### src/rtl/ucpu_pkg.sv
package ucpu_pkg;
  localparam int DW   = 16;
  localparam int OPW  = 7;
  localparam int NREG = 8;
  localparam int STW  = 2;

  localparam logic [OPW-1:0] OP_LDI  = 7'h10;
  localparam logic [OPW-1:0] OP_LD   = 7'h11;
  localparam logic [OPW-1:0] OP_ST   = 7'h12;
  localparam logic [OPW-1:0] OP_JMP  = 7'h13;
  localparam logic [OPW-1:0] OP_BZ   = 7'h14;
  localparam logic [OPW-1:0] OP_BN   = 7'h15;
  localparam logic [OPW-1:0] OP_HALT = 7'h7F;

  typedef enum logic [3:0] {
    FN_ADD, FN_SUB, FN_AND, FN_OR, FN_XOR, FN_NOTA, FN_SHL, FN_SHR,
    FN_SRA, FN_PASSA, FN_PASSB, FN_INC, FN_DEC, FN_NEG, FN_NAND, FN_NOR
  } alu_fn_e;

  typedef enum logic       {AS_PC, AS_SREG} asel_e;
  typedef enum logic [1:0] {WS_ALU, WS_MEM, WS_IMM} wsel_e;
  typedef enum logic [1:0] {PJ_NONE, PJ_ALWAYS, PJ_ZERO, PJ_NEG} pcj_e;
  typedef enum logic [1:0] {NX_FETCH, NX_STEP, NX_DISPATCH, NX_HALT} nxt_e;

  typedef struct packed {
    asel_e   asel;
    logic    rd;
    logic    wr;
    logic    pc_inc;
    logic    ir_ld;
    logic    imm_ld;
    alu_fn_e fn;
    logic    rf_we;
    wsel_e   wsel;
    logic    flg_ld;
    pcj_e    pcj;
    nxt_e    nxt;
  } uop_t;
endpackage

### src/rtl/ucpu_alu.sv
module ucpu_alu
  import ucpu_pkg::*;
#(
  parameter int W = DW
) (
  input  logic [W-1:0] a,
  input  logic [W-1:0] b,
  input  alu_fn_e      fn,
  output logic [W-1:0] y,
  output logic         zero,
  output logic         neg
);
  always_comb begin
    unique case (fn)
      FN_ADD:   y = a + b;
      FN_SUB:   y = a - b;
      FN_AND:   y = a & b;
      FN_OR:    y = a | b;
      FN_XOR:   y = a ^ b;
      FN_NOTA:  y = ~a;
      FN_SHL:   y = {a[W-2:0], 1'b0};
      FN_SHR:   y = {1'b0, a[W-1:1]};
      FN_SRA:   y = {a[W-1], a[W-1:1]};
      FN_PASSA: y = a;
      FN_PASSB: y = b;
      FN_INC:   y = a + 1'b1;
      FN_DEC:   y = a - 1'b1;
      FN_NEG:   y = ~a + 1'b1;
      FN_NAND:  y = ~(a & b);
      FN_NOR:   y = ~(a | b);
      default:  y = '0;
    endcase
  end

  assign zero = (y == '0);
  assign neg  = y[W-1];
endmodule

### src/rtl/ucpu_regfile.sv
module ucpu_regfile
  import ucpu_pkg::*;
#(
  parameter int W  = DW,
  parameter int NR = NREG,
  localparam int IW = $clog2(NR)
) (
  input  logic          clk,
  input  logic          rst_n,
  input  logic          we,
  input  logic [IW-1:0] widx,
  input  logic [W-1:0]  wdata,
  input  logic [IW-1:0] ra_idx,
  output logic [W-1:0]  ra_data,
  input  logic [IW-1:0] rb_idx,
  output logic [W-1:0]  rb_data
);
  logic [NR-1:0][W-1:0] bank;

  for (genvar g = 0; g < NR; g++) begin : g_reg
    logic         en;
    logic [W-1:0] q;
    assign en = we && (widx == IW'(g));
    always_ff @(posedge clk or negedge rst_n) begin
      if (!rst_n)  q <= '0;
      else if (en) q <= wdata;
    end
    assign bank[g] = q;
  end

  assign ra_data = bank[ra_idx];
  assign rb_data = bank[rb_idx];
endmodule

### src/rtl/ucpu_useq.sv
module ucpu_useq
  import ucpu_pkg::*;
#(
  parameter int OW = OPW,
  parameter int SW = STW
) (
  input  logic          clk,
  input  logic          rst_n,
  input  logic [OW-1:0] op,
  output uop_t          uop,
  output logic          halted
);
  logic          fetch_q, fetch_d;
  logic [SW-1:0] step_q, step_d;
  logic          halt_q, halt_d;

  function automatic uop_t rom_word(input logic f, input logic [OW-1:0] o,
                                    input logic [SW-1:0] s);
    uop_t u;
    u = '0;
    if (f) begin
      if (s == '0) begin
        u.asel = AS_PC; u.rd = 1'b1; u.pc_inc = 1'b1; u.nxt = NX_STEP;
      end else begin
        u.ir_ld = 1'b1; u.nxt = NX_DISPATCH;
      end
    end else if (o < OW'(16)) begin
      if (s == '0) begin
        u.fn = alu_fn_e'(o[3:0]); u.rf_we = 1'b1; u.wsel = WS_ALU;
        u.flg_ld = 1'b1; u.nxt = NX_FETCH;
      end
    end else begin
      unique case (o)
        OP_LDI: begin
          if (s == SW'(0)) begin
            u.rd = 1'b1; u.pc_inc = 1'b1; u.nxt = NX_STEP;
          end else if (s == SW'(1)) begin
            u.imm_ld = 1'b1; u.nxt = NX_STEP;
          end else begin
            u.rf_we = 1'b1; u.wsel = WS_IMM; u.nxt = NX_FETCH;
          end
        end
        OP_LD: begin
          if (s == SW'(0)) begin
            u.asel = AS_SREG; u.rd = 1'b1; u.nxt = NX_STEP;
          end else begin
            u.rf_we = 1'b1; u.wsel = WS_MEM; u.nxt = NX_FETCH;
          end
        end
        OP_ST: begin
          u.asel = AS_SREG; u.wr = 1'b1; u.nxt = NX_FETCH;
        end
        OP_JMP, OP_BZ, OP_BN: begin
          if (s == SW'(0)) begin
            u.rd = 1'b1; u.pc_inc = 1'b1; u.nxt = NX_STEP;
          end else if (s == SW'(1)) begin
            u.imm_ld = 1'b1; u.fn = FN_PASSA; u.flg_ld = (o != OP_JMP);
            u.nxt = NX_STEP;
          end else begin
            u.pcj = (o == OP_JMP) ? PJ_ALWAYS :
                    (o == OP_BZ)  ? PJ_ZERO   : PJ_NEG;
            u.nxt = NX_FETCH;
          end
        end
        OP_HALT: u.nxt = NX_HALT;
        default: u.nxt = NX_FETCH;
      endcase
    end
    return u;
  endfunction

  assign uop    = halt_q ? uop_t'('0) : rom_word(fetch_q, op, step_q);
  assign halted = halt_q;

  always_comb begin
    fetch_d = fetch_q;
    step_d  = step_q;
    halt_d  = halt_q;
    if (!halt_q) begin
      unique case (uop.nxt)
        NX_STEP:     step_d = step_q + 1'b1;
        NX_DISPATCH: begin fetch_d = 1'b0; step_d = '0; end
        NX_FETCH:    begin fetch_d = 1'b1; step_d = '0; end
        NX_HALT:     halt_d = 1'b1;
        default:     begin fetch_d = 1'b1; step_d = '0; end
      endcase
    end
  end

  always_ff @(posedge clk or negedge rst_n) begin
    if (!rst_n) begin
      fetch_q <= 1'b1;
      step_q  <= '0;
      halt_q  <= 1'b0;
    end else begin
      fetch_q <= fetch_d;
      step_q  <= step_d;
      halt_q  <= halt_d;
    end
  end

  AST_HALT_STICKY: assert property (@(posedge clk) disable iff (!rst_n)
    halt_q |=> halt_q);
  AST_FETCH_ORDER: assert property (@(posedge clk) disable iff (!rst_n)
    (fetch_q && step_q == '0 && !halt_q) |=> (fetch_q && step_q == SW'(1)));
  AST_DISPATCH: assert property (@(posedge clk) disable iff (!rst_n)
    (fetch_q && step_q == SW'(1) && !halt_q) |=> (!fetch_q && step_q == '0));
endmodule

### src/rtl/ucpu_core.sv
module ucpu_core
  import ucpu_pkg::*;
#(
  parameter int W  = DW,
  parameter int OW = OPW,
  parameter int NR = NREG,
  localparam int IW = $clog2(NR)
) (
  input  logic         clk,
  input  logic         rst_n,
  output logic [W-1:0] mem_addr,
  output logic         mem_re,
  output logic         mem_we,
  output logic [W-1:0] mem_wdata,
  input  logic [W-1:0] mem_rdata,
  output logic         halted
);
  logic rst_meta, rst_core;
  always_ff @(posedge clk or negedge rst_n) begin
    if (!rst_n) begin
      rst_meta <= 1'b0;
      rst_core <= 1'b0;
    end else begin
      rst_meta <= 1'b1;
      rst_core <= rst_meta;
    end
  end

  logic [W-1:0] pc_q, pc_d, ir_q, ir_d, imm_q, imm_d;
  logic         z_q, z_d, n_q, n_d;
  uop_t         uop;

  logic [OW-1:0] op;
  logic [IW-1:0] t_idx, s_idx, d_idx;
  assign op    = ir_q[W-1 -: OW];
  assign t_idx = ir_q[3*IW-1 -: IW];
  assign s_idx = ir_q[2*IW-1 -: IW];
  assign d_idx = ir_q[IW-1:0];

  ucpu_useq #(.OW(OW), .SW(STW)) u_seq (
    .clk(clk), .rst_n(rst_core), .op(op), .uop(uop), .halted(halted)
  );

  logic [W-1:0] rs_data, rt_data, alu_y, wb_data;
  logic         alu_z, alu_n;

  ucpu_alu #(.W(W)) u_alu (
    .a(rs_data), .b(rt_data), .fn(uop.fn), .y(alu_y), .zero(alu_z), .neg(alu_n)
  );

  always_comb begin
    unique case (uop.wsel)
      WS_MEM:  wb_data = mem_rdata;
      WS_IMM:  wb_data = imm_q;
      default: wb_data = alu_y;
    endcase
  end

  ucpu_regfile #(.W(W), .NR(NR)) u_rf (
    .clk(clk), .rst_n(rst_core), .we(uop.rf_we), .widx(d_idx), .wdata(wb_data),
    .ra_idx(s_idx), .ra_data(rs_data), .rb_idx(t_idx), .rb_data(rt_data)
  );

  logic take;
  always_comb begin
    unique case (uop.pcj)
      PJ_ALWAYS: take = 1'b1;
      PJ_ZERO:   take = z_q;
      PJ_NEG:    take = n_q;
      default:   take = 1'b0;
    endcase
  end

  always_comb begin
    pc_d  = pc_q;
    ir_d  = ir_q;
    imm_d = imm_q;
    z_d   = z_q;
    n_d   = n_q;
    if (take)             pc_d  = imm_q;
    else if (uop.pc_inc)  pc_d  = pc_q + 1'b1;
    if (uop.ir_ld)        ir_d  = mem_rdata;
    if (uop.imm_ld)       imm_d = mem_rdata;
    if (uop.flg_ld) begin
      z_d = alu_z;
      n_d = alu_n;
    end
  end

  always_ff @(posedge clk or negedge rst_core) begin
    if (!rst_core) begin
      pc_q  <= '0;
      ir_q  <= '0;
      imm_q <= '0;
      z_q   <= 1'b0;
      n_q   <= 1'b0;
    end else begin
      pc_q  <= pc_d;
      ir_q  <= ir_d;
      imm_q <= imm_d;
      z_q   <= z_d;
      n_q   <= n_d;
    end
  end

  assign mem_addr  = (uop.asel == AS_SREG) ? rs_data : pc_q;
  assign mem_re    = uop.rd;
  assign mem_we    = uop.wr;
  assign mem_wdata = rt_data;

  AST_RW_EXCL: assert property (@(posedge clk) disable iff (!rst_core)
    !(mem_re && mem_we));
  AST_ST_SINGLE: assert property (@(posedge clk) disable iff (!rst_core)
    mem_we |=> !mem_we);
  AST_PC_INC: assert property (@(posedge clk) disable iff (!rst_core)
    uop.pc_inc |=> (pc_q == $past(pc_q) + 1'b1));
endmodule

### config.mk
export PLATFORM = sky130hd
export DESIGN_NAME = ucpu_core
export DESIGN_NICKNAME = d
export VERILOG_FILES = /design/src/rtl/ucpu_pkg.sv /design/src/rtl/ucpu_alu.sv /design/src/rtl/ucpu_regfile.sv /design/src/rtl/ucpu_useq.sv /design/src/rtl/ucpu_core.sv
export SDC_FILE = /design/constraint.sdc
export NUM_CORES = 1
export LEC_CHECK = 0
export CAP_MARGIN = 10
export CORE_MARGIN = 4
export CORE_UTILIZATION = 60
export CTS_CLUSTER_SIZE = 16
export DETAILED_ROUTE_END_ITERATION = 16
export DONT_BUFFER_PORTS = 1
export HOLD_SLACK_MARGIN = 0.05
export MAX_ROUTING_LAYER = met4
export PLACE_DENSITY_LB_ADDON = 0.1
export SYNTH_ARGS = -nofsm -noshare
export SYNTH_HDL_FRONTEND = slang
export SYNTH_HIERARCHICAL = 1
export SYNTH_SLANG_ARGS = --single-unit
export TNS_END_PERCENT = 10
### constraint.sdc
create_clock -name clk -period 7.2 [get_ports clk]
set_input_delay 0.72 -clock clk [delete_from_list [all_inputs] [get_ports clk]]
set_output_delay 0.72 -clock clk [all_outputs]
set_load 0.05 [all_outputs]
==> results.py <==
metrics = {
    "floorplan": {
        "die_w_um": 163.5,
        "fp-row-count": 56,
        "dieArea_sq_um": 26720,
        "core_sq_um": 23610,
        "pin_count": 53,
        "die_h_um": 163.5,
        "initial_core_util_pct": 61.40,
    },
    "cts": {
        "cts_tree": "done",
        "clkLatencyLatePin_ns": 0.45,
        "root_buffer": "clkbuf_16",
        "clk_path_buf_depth": 2,
        "cts_made_buffers": 17,
        "clkSlewWorstSetupHoldPaths_ns": 0.09,
        "htreeDepth": 4,
        "clock-sinks": 184,
    },
    "timing": {
        "hold_violations": 0,
        "finClkSkew_ns": 0.02074,
        "post-route-period-util_pct": 91.12,
        "setup-violations-final": 0,
        "min_period_ns": 6.561,
        "whs_ns": 0.3696,
        "rsz0062_at_grt": "no",
        "setup_tns_ns": 0,
        "slew_violations": 0,
        "slew_headroom_pct": 11.32,
        "clock.fmax_mhz": 152.4,
        "tightest_slew_ns": 1.316,
    },
    "critical_path": {
        "rr_worst_depth": 22,
        "cp_max_fo": 17,
        "crit_path_end_kind": "flip-flop",
        "crit_required_ns": 7.51,
        "r2r_end": "u_rf/g_reg[6].q[15]",
        "critPathKind": "flip-flop to flip-flop",
        "reg2reg_slack_ns": 0.64,
        "worstPathArrival_ns": 6.87,
        "worstSetupStartpointType": "flip-flop",
        "worstReg2RegStart": "u_seq/step_q[0]",
    },
    "drt": {
        "drt_wl_total_um": 44350,
        "drt-vias-per-instance": 7.055,
        "drc": 0,
        "drtIter0Drc": 1669,
        "ant_nets": 0,
        "firstDrtPassIters": 6,
        "wl_per_cell_um": 27.02,
        "num_vias": 11580,
    },
    "finish": {
        "area_delta_synth_final_pct": 4.902,
        "multi_input_area_sq_um": 9195,
        "final_nets": 1382,
        "final_area_sq_um": 15210,
        "seqCellArea_sq_um": 4612,
        "fill_cells": 1899,
        "drive_gt1_share_pct": 24.22,
    },
    "min_path": {
        "hold_depth": 0,
        "hp-class": "flip-flop to flip-flop",
        "hold_path.startpoint": "rst_meta",
        "hold-path-endpoint": "rst_core",
    },
    "synth": {
        "syn_avg_cell_area_sq_um": 10.52,
        "yosysWarningCount": 6,
        "synthCells": 1378,
        "syn_nets": 1452,
        "synth_area_sq_um": 14500,
    },
    "place": {
        "dpl.hpwl_um": 30610,
        "port_buffers": 0,
        "routabilityCongestion": 1.009,
        "postPlaceCellArea_sq_um": 14560,
    },
    "global_routing": {
        "grt_pass1_vias": 11170,
        "grt_pass1_wl_um": 68190,
        "grt_max_degree": 81,
        "grt_use_total_pct": 34.50,
        "antenna_found_initial": 1,
        "grt_overflow": 0,
    },
    "outcome": {
        "status": "finished, final reports clean",
    },
    "flow_run": {
        "max_cap_viol_count": 0,
    },
}
-- cells in the final DEF (no fill, tap or decap), drive strengths merged, types with 5 or more instances in the layout --
cell type	instances
nand3b	5
nand2b	19
nand4	15
a22oi	22
a32oi	10
xnor2	33
o31ai	12
a211oi	12
or2	9
or4	10
nand2	98
o21ai	68
nor4	13
o311ai	5
clkbuf	17
nand3	25
nor3	27
a211o	5
mux4	64
buf	23
a21oi	57
o221ai	5
nand4b	7
nor2	77
a221oi	5
inv	55
a31oi	19
o22ai	8
nor4b	5
mux2i	24
dfrtp	183
nor2b	9
ha	55
or3	6
and3	9
mux2	211
o211ai	11
clkinv	9
xor2	9
-- stage by stage --
step	utilization [%]	cells	worst slack, ns
3_5_place_dp	61.64	1606	0.9493
6_report	64.41	1641	0.6393
3_3_place_gp	61.64	1606	1.087
2_1_floorplan	-	1378	1.695
4_1_cts	64.37	1639	0.8656
5_1_grt	64.41	1641	0.3088
-- critical path, stage by stage (launching register included) --
cell,delay (ns)
dfrtp_1,0.42
inv_1,0.08
ha_1,0.35
inv_2,0.11
nor2_1,0.27
nand2_1,0.14
a21oi_4,0.19
nand2b_1,0.27
nor2_1,0.96
a21oi_1,0.16
xnor2_1,0.19
nand2_1,0.07
ha_1,0.40
nand3_1,0.11
a21oi_1,0.26
o31ai_1,0.20
o31ai_1,0.60
a31oi_1,0.25
xnor2_1,0.22
o221ai_1,0.24
nand2_1,0.13
o21ai_0,0.36
mux2_2,0.43
-- state kept, by name, summed over array words and instances, names as in the netlist --
name and count:
u_seq/fetch_q 1, u_seq/step_q 2, u_seq/halted 1, u_rf/g.q 128, n_q 1, pc_q 16
imm_q 16, z_q 1, rst_core 1, ir_q 16, rst_meta 1
-- layer usage --
metal  GRT usage [%]  up-vias  wire, um
met2           52.40      576     20310
met3           5.122      123      3465
met1           46.55     5760     18490
met4           15.02        0      2078
li1                -     5118         -
met5               -        -         0
-- repair_timing --
action                                 in CTS  in global routing
gates resized for setup                     0                  0
endpoints found under the hold margin       2                  0
buffers inserted                            0                  0
hold buffers                                1                  0
-- worst max-delay path by stage --
stage / cells after the start / slack [ns] / start / end
4_1_cts: 22 / 0.87 / u_seq/step_q[0] / u_rf/g_reg[6].q[15]
2_1_floorplan: 0 / 1.69 / rst_core / imm_q[0]
5_1_grt: 22 / 0.31 / u_seq/step_q[0] / u_rf/g_reg[0].q[15]
3_5_place_dp: 22 / 0.95 / u_seq/step_q[0] / u_rf/g_reg[6].q[15]
6_report: 22 / 0.64 / u_seq/step_q[0] / u_rf/g_reg[6].q[15]
3_3_place_gp: 22 / 1.09 / u_seq/step_q[0] / u_rf/g_reg[2].q[15]
-- layout make-up --
class / instances / share of cell area [%]
inverters: 49 / 1.209
clock inverters: 15 / 1.374
multi-input cells: 1032 / 60.46
clock buffers: 17 / 2.797
diodes: 1 / 0.01645
flip-flops and latches: 184 / 30.32
repair buffers: 24 / 1.201
well taps: 319 / 2.624
Power is left out: the tool's default activity adds up to more than one toggle a clock period on the data nets, which glitch-free logic cannot reach.
